<file path="config.mk">
export PLATFORM = sky130hd
export DESIGN_NAME = boot_overlay_ctr
export DESIGN_NICKNAME = d
export VERILOG_FILES = /design/src/rtl/boot_overlay_pkg.sv /design/src/rtl/boot_rd_sync.sv /design/src/rtl/boot_fall_det.sv /design/src/rtl/boot_seq.sv /design/src/rtl/boot_overlay_ctr.sv
export SDC_FILE = /design/constraint.sdc
export NUM_CORES = 1
export LEC_CHECK = 0
export ABC_AREA = 1
export BUFFER_PORTS_ARGS = -buffer_cell sky130_fd_sc_hd__buf_4
export CORE_AREA = 5 5 42 44
export CTS_BUF_LIST = sky130_fd_sc_hd__clkbuf_4 sky130_fd_sc_hd__clkbuf_8
export DETAILED_ROUTE_END_ITERATION = 16
export DIE_AREA = 0 0 47 49
export SETUP_SLACK_MARGIN = 0.2
export SLEW_MARGIN = 20
export SYNTH_ARGS = -nofsm -noshare
export SYNTH_HDL_FRONTEND = slang
export SYNTH_SLANG_ARGS = --single-unit
</file>
<file path="constraint.sdc">
create_clock -name clk -period 2 [get_ports clk]
set_input_delay 0.2 -clock clk [delete_from_list [all_inputs] [get_ports clk]]
set_output_delay 0.2 -clock clk [all_outputs]
set_load 0.02 [all_outputs]
</file>
<file path="src/rtl/boot_overlay_pkg.sv">
package boot_overlay_pkg;
  localparam int unsigned DEF_BOOT_READS  = 4;
  localparam int unsigned DEF_SYNC_STAGES = 2;

  function automatic int unsigned cnt_width(input int unsigned n);
    return (n < 2) ? 1 : $clog2(n + 1);
  endfunction
endpackage

</file>
<file path="src/rtl/boot_rd_sync.sv">
module boot_rd_sync #(
  parameter int unsigned STAGES = 2
) (
  input  logic clk,
  input  logic por_clr,
  input  logic async_i,
  output logic sync_o
);
  logic [STAGES-1:0] chain;

  genvar g;
  generate
    for (g = 0; g < STAGES; g++) begin : g_stage
      if (g == 0) begin : g_first
        always_ff @(posedge clk or posedge por_clr) begin
          if (por_clr) chain[0] <= 1'b0;
          else         chain[0] <= async_i;
        end
      end else begin : g_next
        always_ff @(posedge clk or posedge por_clr) begin
          if (por_clr) chain[g] <= 1'b0;
          else         chain[g] <= chain[g-1];
        end
      end
    end
  endgenerate

  assign sync_o = chain[STAGES-1];
endmodule

</file>
<file path="src/rtl/boot_fall_det.sv">
module boot_fall_det (
  input  logic clk,
  input  logic por_clr,
  input  logic level_i,
  output logic fall_o
);
  logic level_q;

  always_ff @(posedge clk or posedge por_clr) begin
    if (por_clr) level_q <= 1'b0;
    else         level_q <= level_i;
  end

  assign fall_o = level_q & ~level_i;
endmodule

</file>
<file path="src/rtl/boot_seq.sv">
module boot_seq #(
  parameter int unsigned BOOT_READS = 4,
  parameter int unsigned CNT_W      = 3
) (
  input  logic             clk,
  input  logic             por_clr,
  input  logic             step_i,
  output logic             overlay_o,
  output logic [CNT_W-1:0] count_o
);
  localparam logic [CNT_W-1:0] LAST = CNT_W'(BOOT_READS - 1);

  logic             armed_q;
  logic [CNT_W-1:0] cnt_q;

  always_ff @(posedge clk or posedge por_clr) begin
    if (por_clr) begin
      armed_q <= 1'b1;
      cnt_q   <= '0;
    end else if (armed_q && step_i) begin
      cnt_q <= cnt_q + 1'b1;
      if (cnt_q == LAST) armed_q <= 1'b0;
    end
  end

  assign overlay_o = armed_q;
  assign count_o   = cnt_q;
endmodule

</file>
<file path="src/rtl/boot_overlay_ctr.sv">
module boot_overlay_ctr
  import boot_overlay_pkg::*;
#(
  parameter int unsigned BOOT_READS  = DEF_BOOT_READS,
  parameter int unsigned SYNC_STAGES = DEF_SYNC_STAGES
) (
  input  logic clk,
  input  logic por_clr,
  input  logic rd_strobe,
  input  logic strap_en,
  output logic phantom_o
);
  localparam int unsigned CNT_W = cnt_width(BOOT_READS);

  logic             rd_sync;
  logic             cnt_step;
  logic             overlay;
  logic [CNT_W-1:0] access_cnt;

  boot_rd_sync #(.STAGES(SYNC_STAGES)) u_sync (
    .clk     (clk),
    .por_clr (por_clr),
    .async_i (rd_strobe),
    .sync_o  (rd_sync)
  );

  boot_fall_det u_fall (
    .clk     (clk),
    .por_clr (por_clr),
    .level_i (rd_sync),
    .fall_o  (cnt_step)
  );

  boot_seq #(.BOOT_READS(BOOT_READS), .CNT_W(CNT_W)) u_seq (
    .clk       (clk),
    .por_clr   (por_clr),
    .step_i    (cnt_step),
    .overlay_o (overlay),
    .count_o   (access_cnt)
  );

  assign phantom_o = overlay & strap_en;
endmodule

</file>
==> impl_results.md <==
* Status: completed
* CTS tree: done
* Ys flop type: dfrtp_1
* R2R setup slack at 910 ps
* TNS Setup at 0 ps
* Placed Cells at between 50 and 60
* Tmin final at 1230 ps
* Clk_lat worst skew at between 200 and 300 ps
* Post-synth ARST share at 100%
* Sequential fraction of the synthesis area at about three fifths
* Clock transition at path regs at roughly 50 ps
* Cell count along the critical path at 3
* Max Cap Viol at 0
* Crit path max fanout at 5
* Gr ovfl total at 0
* Crit path kind: reg2out
* Syn nets at 37
* Nets at 47
* Area growth, synth to finish at 30.9%
* Worst hold margin at 56.1 ps
* Dpl ws at around 900 ps
* CP Launch Type: register
* Area of the core at 1400 um^2
* Post-cts repair resize count at 0
* CTS Root Cell: clkbuf_4
* Initial Util at 20.8%
* Pwr/cell area at 776 nW/um^2
* Worst Skew at 3.11 ps
* Initial DRC Count at 4
* Cell with the most instances after synthesis: nand2_1
* Post-CTS setup buffer count at 0
* First-pass GRT wire length at 731 um
* R2R cell count at 5
* Worst r2r src: u_seq.count_o[0]
* Top delay family on crit path: flip-flops
* Largest net degree at the start of global routing at 8
* Worst relative slew slack at 82.8%
* Seq cells post-synth at 7
* Max clock buf depth at 2
* Vias in the first global route at 183
* Worst path max stage delay at around 560 ps
* Syn avg cell area at 9.40 um^2
* Slew @ Worst Pin at 257 ps
* Drt total wl at 411 um
* CTS Sinks at 7
* Cts bufs inserted at 3
* Hold Crit Class: in2reg
* Netlist Area Pre-Place at just under 300 um^2
* GRT Total Usage at 4.90%
* Worst VDD drop at 0.332 mV
* H-tree depth at 1
* Number of top-level pins at 5
* Worst Setup EP: phantom_o
* Worst EP arrival at 1030 ps
* Final setup viols at 0
* Worst path cell trace: nand2_1 > inv_1 > buf_4
* Layout cells sized above 1 at 25.0%
* Synth area leader: dfrtp_1
* Die Y at 49 um
* DR vias at ~220
* Final hold violation count at 0
* Total Power at 0.296 mW
* Synth cell types at 8
* Leakage power at 0.218 nW
* Fin crit share at between 60% and 70%
* Die Wd at 47 um
* Synth top area share at 51.5%
* Final setup margin at just under 800 ps
* Worst R2R End: u_seq.count_o[2]
* Worst Path Buf+Inv at 2
* Die area at roughly 2300 um^2
* Top post-synthesis cells by count: nand2_1, inv_1, dfrtp_1, ha_1, nand3_1
* RSZ-0062 raised after global routing: false
* Initial antenna violation count at 0
* Antenna Nets Post-Route at 0
* CP max stage cell: dfstp_2
* ANT cells at 0
* Top cells by area, synth: dfrtp_1, nand2_1, dfstp_2
* # hold bufs at CTS at 1
* Rows at 14
* Post-route DRC at 0
* Final std cells w/o fill at 56
* CP Data Required Time at 1800 ps
* Mapped Cells at 31
* DR WL/cell at 7.34 um
* Fillers at roughly 150
* PortBufs at 4
* Synth warnings at 0
* Max Fclk at around 800 MHz
* Post-synth EDFFs at 0
* Max Slew Vio Count at 0
* Critical path endpoint category: primary output
* Drt pass-1 iters at 2
* Worst setup startpoint: u_seq.overlay_o
* GP Congestion at 0.651
* Post-DR vias/cell at 3.84
-- routing by layer --
metal  global-route usage [%]  routed length, um  up-vias
li1                         -                  -      110
met4                     2.76                  8        0
met1                     5.64                173       94
met3                     5.54                 61        3
met2                     5.20                167        8
met5                        0                  0        -
-- cell usage in the layout, fill, tap and decap left out, drive strengths merged --
| cell type | instances |
|---|---|
| nand2 | 11 |
| dlygate4sd3 | 1 |
| nand4 | 1 |
| nand3 | 2 |
| inv | 7 |
| ha | 2 |
| nor2 | 1 |
| buf | 4 |
| dfrtp | 6 |
| clkbuf | 4 |
| dfstp | 1 |
-- kinds of logic (layout without fill, tap and decap cells) --
group | after synthesis | count (layout) | synth area share [%]
adders and majority gates | 2 | 2 | 8.58
buffers and inverters | 7 | 16 | 9.01
and+or+nand+nor | 15 | 15 | 21.9
DFF | 7 | 7 | 60.5
-- stage by stage --
step	util, %	instance area, um^2
6_report	27.2	382
5_1_grt	27.2	382
4_1_cts	27.2	382
3_3_place_gp	24.4	342
3_5_place_dp	24.4	342
2_1_floorplan	-	292
-- flip-flops by register name, indices dropped and copies added (netlist names) --
| register | flops |
|---|---|
| u_sync.chain | 1 |
| u_fall.level_q | 1 |
| u_seq.overlay_o | 1 |
| u_seq.count_o | 3 |
| u_sync.sync_o | 1 |
-- power by group --
part	leakage, nW	switching, mW	total, mW	internal [mW]
clock	0.0184	0.0501	0.140	0.0895
combinational	0.112	0.00408	0.00939	0.00531
sequential	0.0872	0.00209	0.147	0.145
total	0.218	0.0563	0.296	0.240
-- worst min-delay path by stage --
stage | cells after the start | slack, ps | to | from
2_1_floorplan | 1 | 3 | u_fall.level_q | por_clr
3_3_place_gp | 2 | 150 | u_sync.chain[0] | por_clr
3_5_place_dp | 2 | 150 | u_sync.chain[0] | por_clr
4_1_cts | 1 | 40 | u_sync.chain[0] | rd_strobe
5_1_grt | 1 | 40 | u_sync.chain[0] | rd_strobe
6_report | 1 | 60 | u_sync.chain[0] | rd_strobe
-- area by class of cell --
| class | instances | area (um^2) | area share (%) |
|---|---|---|---|
| clock buffers | 4 | 30.0 | 7.87 |
| flip-flops and latches | 7 | 176 | 46.2 |
| multi-input cells | 17 | 88.8 | 23.3 |
| well taps | 16 | 20.0 | 5.25 |
| inverters | 7 | 26.3 | 6.89 |
| repair buffers | 5 | 40.0 | 10.5 |
Power figures use the tool's default switching activity.
